**src/rtl/sdclk_pkg.sv**
```systemverilog
package sdclk_pkg;
    localparam int REG_W      = 16;
    localparam int ADDR_W     = 2;
    localparam int RATE_W     = 3;

    localparam logic [ADDR_W-1:0] A_CTRL   = 2'd0;
    localparam logic [ADDR_W-1:0] A_STATUS = 2'd1;
    localparam logic [ADDR_W-1:0] A_RATE   = 2'd2;

    localparam int B_STOP   = 0;
    localparam int B_START  = 1;
    localparam int B_LAUNCH = 2;
    localparam int B_RESET  = 3;

    localparam int S_RUNNING = 8;
    localparam int S_BUSY    = 15;

    typedef enum logic [1:0] {
        GATE_OFF,
        GATE_WAIT_ON,
        GATE_ON,
        GATE_WAIT_OFF
    } gate_state_e;

    typedef enum logic {
        RST_IDLE,
        RST_HOLD
    } rst_state_e;
endpackage

```
**src/rtl/sdclk_divider.sv**
```systemverilog
module sdclk_divider #(
    parameter int RATE_W = 3
) (
    input  logic              clk,
    input  logic              rst_n,
    input  logic              clr,
    input  logic [RATE_W-1:0] rate,
    output logic              phase_nxt
);
    localparam int CNT_W = (1 << RATE_W) - 1;

    logic [CNT_W-1:0] cnt_q, cnt_d, limit;
    logic             phase_q, phase_d, wrap;

    always_comb begin
        limit = (CNT_W'(1) << rate) - CNT_W'(1);
        wrap  = (cnt_q >= limit);
        if (clr) begin
            cnt_d   = '0;
            phase_d = 1'b0;
        end else if (wrap) begin
            cnt_d   = '0;
            phase_d = ~phase_q;
        end else begin
            cnt_d   = cnt_q + CNT_W'(1);
            phase_d = phase_q;
        end
    end

    assign phase_nxt = phase_d;

    always_ff @(posedge clk or negedge rst_n) begin
        if (!rst_n) begin
            cnt_q   <= '0;
            phase_q <= 1'b0;
        end else begin
            cnt_q   <= cnt_d;
            phase_q <= phase_d;
        end
    end


    div_clear_chk: assert property (@(posedge clk) disable iff (!rst_n)
        clr |=> (cnt_q == '0 && !phase_q));
endmodule

```
**src/rtl/sdclk_gate_fsm.sv**
```systemverilog
module sdclk_gate_fsm
    import sdclk_pkg::*;
(
    input  logic clk,
    input  logic rst_n,
    input  logic force_off,
    input  logic start_req,
    input  logic stop_req,
    input  logic phase_nxt,
    output logic gate_nxt,
    output logic gate_q
);
    gate_state_e state_q, state_d;

    always_ff @(posedge clk or negedge rst_n) begin
        if (!rst_n) state_q <= GATE_OFF;
        else        state_q <= state_d;
    end

    always_comb begin
        state_d = state_q;
        if (force_off) begin
            state_d = GATE_OFF;
        end else begin
            unique case (state_q)
                GATE_OFF:      if (start_req && !stop_req) state_d = GATE_WAIT_ON;
                GATE_WAIT_ON:  if (stop_req)               state_d = GATE_OFF;
                               else if (!phase_nxt)        state_d = GATE_ON;
                GATE_ON:       if (stop_req)               state_d = GATE_WAIT_OFF;
                GATE_WAIT_OFF: if (start_req && !stop_req) state_d = GATE_ON;
                               else if (!phase_nxt)        state_d = GATE_OFF;
                default:                                   state_d = GATE_OFF;
            endcase
        end
    end

    always_comb begin
        gate_nxt = (state_d == GATE_ON) || (state_d == GATE_WAIT_OFF);
        gate_q   = (state_q == GATE_ON) || (state_q == GATE_WAIT_OFF);
    end


    stop_wins_chk: assert property (@(posedge clk) disable iff (!rst_n)
        (stop_req && start_req) |=> !$rose(gate_q));
endmodule

```
**src/rtl/sdclk_reset_seq.sv**
```systemverilog
module sdclk_reset_seq
    import sdclk_pkg::*;
#(
    parameter int RST_CYCLES = 16
) (
    input  logic clk,
    input  logic rst_n,
    input  logic trig,
    output logic busy
);
    localparam int CW = (RST_CYCLES > 1) ? $clog2(RST_CYCLES) : 1;

    rst_state_e    state_q, state_d;
    logic [CW-1:0] cnt_q, cnt_d;

    always_ff @(posedge clk or negedge rst_n) begin
        if (!rst_n) begin
            state_q <= RST_IDLE;
            cnt_q   <= '0;
        end else begin
            state_q <= state_d;
            cnt_q   <= cnt_d;
        end
    end

    always_comb begin
        state_d = state_q;
        cnt_d   = cnt_q;
        unique case (state_q)
            RST_IDLE: if (trig) begin
                state_d = RST_HOLD;
                cnt_d   = CW'(RST_CYCLES - 1);
            end
            RST_HOLD: if (cnt_q == '0) state_d = RST_IDLE;
                      else             cnt_d   = cnt_q - CW'(1);
            default:  state_d = RST_IDLE;
        endcase
    end

    assign busy = (state_q == RST_HOLD);


    busy_start_chk: assert property (@(posedge clk) disable iff (!rst_n)
        (trig && !busy) |=> busy);
endmodule

```
**src/rtl/sdclk_gate_ctrl.sv**
```systemverilog
module sdclk_gate_ctrl
    import sdclk_pkg::*;
#(
    parameter int RST_CYCLES = 16
) (
    input  logic              clk,
    input  logic              rst_n,
    input  logic              wr_en,
    input  logic [ADDR_W-1:0] wr_addr,
    input  logic [REG_W-1:0]  wr_data,
    input  logic [ADDR_W-1:0] rd_addr,
    output logic [REG_W-1:0]  rd_data,
    output logic              card_clk,
    output logic              op_start,
    output logic              clk_running,
    output logic              reset_busy
);
    logic              busy, wr_ctrl, wr_rate, rst_strobe, hold_off;
    logic              start_req, stop_req, phase_nxt, gate_nxt, gate_q;
    logic [RATE_W-1:0] rate_q;
    logic              card_clk_q, op_start_q;
    logic              unused_bits;

    assign unused_bits = ^{wr_data[REG_W-1:B_RESET+1]};

    always_comb begin
        wr_ctrl    = wr_en && (wr_addr == A_CTRL) && !busy;
        wr_rate    = wr_en && (wr_addr == A_RATE) && !busy;
        rst_strobe = wr_ctrl && wr_data[B_RESET];
        hold_off   = rst_strobe || busy;
        stop_req   = wr_ctrl && wr_data[B_STOP];
        start_req  = wr_ctrl && wr_data[B_START] && !wr_data[B_RESET];
    end

    sdclk_divider #(.RATE_W(RATE_W)) u_div (
        .clk       (clk),
        .rst_n     (rst_n),
        .clr       (hold_off),
        .rate      (rate_q),
        .phase_nxt (phase_nxt)
    );

    sdclk_gate_fsm u_gate (
        .clk       (clk),
        .rst_n     (rst_n),
        .force_off (hold_off),
        .start_req (start_req),
        .stop_req  (stop_req),
        .phase_nxt (phase_nxt),
        .gate_nxt  (gate_nxt),
        .gate_q    (gate_q)
    );

    sdclk_reset_seq #(.RST_CYCLES(RST_CYCLES)) u_rst (
        .clk   (clk),
        .rst_n (rst_n),
        .trig  (rst_strobe),
        .busy  (busy)
    );

    always_ff @(posedge clk or negedge rst_n) begin
        if (!rst_n) begin
            rate_q     <= '0;
            card_clk_q <= 1'b0;
            op_start_q <= 1'b0;
        end else begin
            if (hold_off)     rate_q <= '0;
            else if (wr_rate) rate_q <= wr_data[RATE_W-1:0];
            card_clk_q <= phase_nxt && gate_nxt;
            op_start_q <= wr_ctrl && wr_data[B_LAUNCH] && !wr_data[B_RESET];
        end
    end

    always_comb begin
        rd_data = '0;
        unique case (rd_addr)
            A_STATUS: begin
                rd_data[S_RUNNING] = gate_q;
                rd_data[S_BUSY]    = busy;
            end
            A_RATE:  rd_data[RATE_W-1:0] = rate_q;
            default: rd_data = '0;
        endcase
    end

    assign card_clk    = card_clk_q;
    assign op_start    = op_start_q;
    assign clk_running = gate_q;
    assign reset_busy  = busy;


    gate_open_low_chk: assert property (@(posedge clk) disable iff (!rst_n)
        $rose(clk_running) |-> !card_clk);

    gate_close_low_chk: assert property (@(posedge clk) disable iff (!rst_n)
        ($fell(clk_running) && !reset_busy) |-> !card_clk);

    reset_rate_zero_chk: assert property (@(posedge clk) disable iff (!rst_n)
        reset_busy |-> (rate_q == '0 && !clk_running));
endmodule

```
**config.mk**
```make
export PLATFORM = sky130hd
export DESIGN_NAME = sdclk_gate_ctrl
export DESIGN_NICKNAME = d
export VERILOG_FILES = /design/src/rtl/sdclk_pkg.sv /design/src/rtl/sdclk_divider.sv /design/src/rtl/sdclk_gate_fsm.sv /design/src/rtl/sdclk_reset_seq.sv /design/src/rtl/sdclk_gate_ctrl.sv
export SDC_FILE = /design/constraint.sdc
export NUM_CORES = 1
export LEC_CHECK = 0
export BUFFER_PORTS_ARGS = -buffer_cell sky130_fd_sc_hd__clkbuf_2
export CORE_ASPECT_RATIO = 1.2
export CORE_MARGIN = 5
export CORE_UTILIZATION = 50
export CTS_BUF_LIST = sky130_fd_sc_hd__clkbuf_16
export DETAILED_ROUTE_END_ITERATION = 16
export PLACE_DENSITY = 0.82
export SLEW_MARGIN = 20
export SYNTH_ARGS = -nofsm -noshare
export SYNTH_HDL_FRONTEND = slang
export SYNTH_SLANG_ARGS = --single-unit
```
**constraint.sdc**
```tcl
create_clock -name clk -period 3.1 [get_ports clk]
set_input_delay 0.155 -clock clk [delete_from_list [all_inputs] [get_ports clk]]
set_output_delay 0.155 -clock clk [all_outputs]
set_load 0.005 [all_outputs]
```
==> metrics <==
status completed; compound-gate portion of the synthesized area 11.56%; core area 2552 µm²; number of distinct library cells after synthesis 36; Bufs and invs on worst path 0; vias approximately 1100; final worst path period need 2.819 ns; DP Wirelength approximately 2100 µm; XOR/XNOR share of the synthesized area 5.263%; Gate Count Post-Synth 147; Synth Area in Simple Gates 22.93%; most frequent cells in the layout dfrtp_1 (20), clkbuf_2 (19), nor2_1 (16), nand2_1 (12); Ys Warns 0; FF+latch count, synth 20; Adder-Cell Fraction of Synth Area approximately a tenth; Critical Path Source Type flip-flop; Critical Path RT between 3 and 4 ns; Crit path largest cell delay 0.41 ns; Hold WC Path Type input port to flip-flop; layout cells sized above 1 17.75%; FMAX between 300 and 400 MHz; final slew viol count 0; asr flop ratio synth 100.0%; EDFF count, synth 0; Crit Reg-Reg Startpoint rate_q[2]; CTS tree done; largest delay contributor family on the critical path compound AO/OA/AOI/OAI gates; Post-CTS Setup Inserts 0; WHS Path Cells 2; area of the mapped netlist between 1000 and 1500 µm²; Initial Utilization ~52%; Max H-tree Level 1; Routed WL 2768 µm; Worst R2R End u_gate.state_q[0]; crit path max-delay cell type or3_1; CP cell instances or3_1 -> ha_1 -> nor3_1 -> a21oi_1 -> o21a_1 -> ha_1 -> a21oi_1 -> o21ai_0 -> a21oi_2 -> xor2_2 -> o21ai_0; Leak Pwr 0.7645 nW; ANT nets after route 0; drt first-iter violations 19; Finished Core Util 60.83%; pwr/cell area 691.8 nW/µm²; Worst R2R Path Depth 11; period utilization 90.95%; Top FF cell, synth dfrtp_1; number of primary I/O pins 43; Crit. End Element flip-flop; Max VDD drop roughly 0.43 mV; Clock Skew 0.003477 ns; GR Overflow Total 0; Clk Tree Root Cell clkbuf_16; Row Count 20; vias per cell 5.307; area grow syn2layout 16.64%; RSZ-0062 raised after global routing no; Worst-path clk slew ~0.050 ns; clock sink count 20; Clock Path Buffers 2; Setup-failing EPs final 0; wire length per cell 13.70 µm; CP Max Fanout 6; Final nets 204; arrival time worst endpoint 2.95 ns; number of global-route vias before repair 1045; post-synthesis sequential area ratio between 30% and 40%; antenna violations before repair 0; post-synthesis mux area share 3.008%; die area 3799 µm²; r2r setup slk 0.28 ns; CTS buffer count 3; GP Congestion 0.9063; Clk Latency, worst-skew pair 0.25 ns; most common cell after layout, fill and taps aside dfrtp_1; crit path kind flip-flop to flip-flop; worst-margin pin slew slightly above 0.7 ns; IO buf count 19; Syn Area/Cell 9.056 µm²; first drt pass iteration count 4; hold endpoint op_start; final hold vios 0; die span in y about 67 µm; worst slack after detailed placement 0.1926 ns; Tot GR Track Use 15.55%; post-layout worst setup margin roughly 0.28 ns; largest net degree at the start of global routing 21; DIE WIDTH 57.11 µm; MaxCap Viol Count 0; Diodes inserted 0; first-pass GRT wire length ~4600 µm; largest family of logic cells by synthesized area simple AND/OR/NAND/NOR gates; # DRC 0; setup total negative slack 0 ns; hold path startpoint wr_data[3]; Relative slew margins 52.29%
## final cells by class
cell class                 instances  area, µm²
tap                               33      41.29
timing repair buffer              23      127.6
multi-input combinational        116      755.7
sequential                        20      500.5
clock buffer                       3      75.07
fill                             245      999.7
inverter                           6      22.52
clock inverter                     1      30.03
## power breakdown
part	internal (mW)	switching, mW
clock network	0.256	0.0958
logic	0.142	0.216
registers	0.310	0.0542
## kinds of logic (layout without fill, tap and decap cells)
family | after synthesis | after routing
AO/OA/AOI/OAI | 24 | 24
AND/OR/NAND/NOR | 58 | 58
adder cells (fa/ha/maj) | 11 | 11
XOR/XNOR | 8 | 8
multiplexers | 4 | 4
other | 1 | 11
buffers and inverters | 21 | 33
flip-flops | 20 | 20
## worst max path at each step
stage | from | end | slack [ns] | cells after the start
after floorplan | rate_q[2] | u_gate.state_q[0] | 0.33 | 12
after global placement | rate_q[2] | u_gate.state_q[0] | 0.27 | 11
after detailed placement | rate_q[2] | u_gate.state_q[0] | 0.19 | 11
after CTS | rate_q[2] | u_gate.state_q[0] | 0.17 | 11
after global routing | rate_q[2] | u_gate.state_q[0] | 0.07 | 11
final | rate_q[2] | u_gate.state_q[0] | 0.28 | 11
## cell usage after synthesis (2+ instances only)
master | count | area share, %
dfrtp_1 | 20 | 38
inv_1 | 6 | 1.7
ha_1 | 11 | 10
nand3_1 | 6 | 2.3
nand3b_1 | 2 | 1.1
and2_1 | 3 | 1.4
mux2i_1 | 4 | 3.0
nor3_1 | 3 | 1.1
o21ai_0 | 5 | 1.9
nor2_1 | 16 | 4.5
buf_4 | 11 | 6.2
nand2_1 | 12 | 3.4
clkbuf_1 | 4 | 1.1
nor2b_1 | 2 | 0.94
a21oi_1 | 9 | 3.4
nor3b_1 | 4 | 2.3
xnor2_1 | 5 | 3.3
and3_1 | 4 | 1.9
xor2_1 | 3 | 2.0
## state kept, by name, indices dropped and copies added, names as in the netlist
register,count
rate_q,3
card_clk,1
u_gate.state_q,2
u_rst.cnt_q,4
u_div.phase_q,1
op_start,1
u_div.cnt_q,7
u_rst.busy,1
## metal layers
metal  vias up  GRT usage, %  wire length [µm]
li1        529             -                 -
met5         -             0                 0
met2        26         27.57              1447
met3         4         2.519               123
met4         0         6.087                38
met1       513         18.64              1159
## through the flow
stage	power (mW)	hold slack, ns	std cells	instance area [µm²]
after floorplan	0.6204	-0.1406	157	1369
after global placement	0.6887	0.1376	197	1430
after detailed placement	0.7125	0.1462	197	1430
after CTS	1.073	0.1416	202	1545
after global routing	1.159	0.1571	202	1553
final	1.074	0.1475	202	1553
## what timing repair did
action                                  4_1_cts  5_1_grt
hold buffers                                  1        0
hold endpoints to repair                     20        0
resized for setup                             0        1
endpoints found under the setup margin        0        1
No activity file was read; power rests on OpenSTA's default activity.
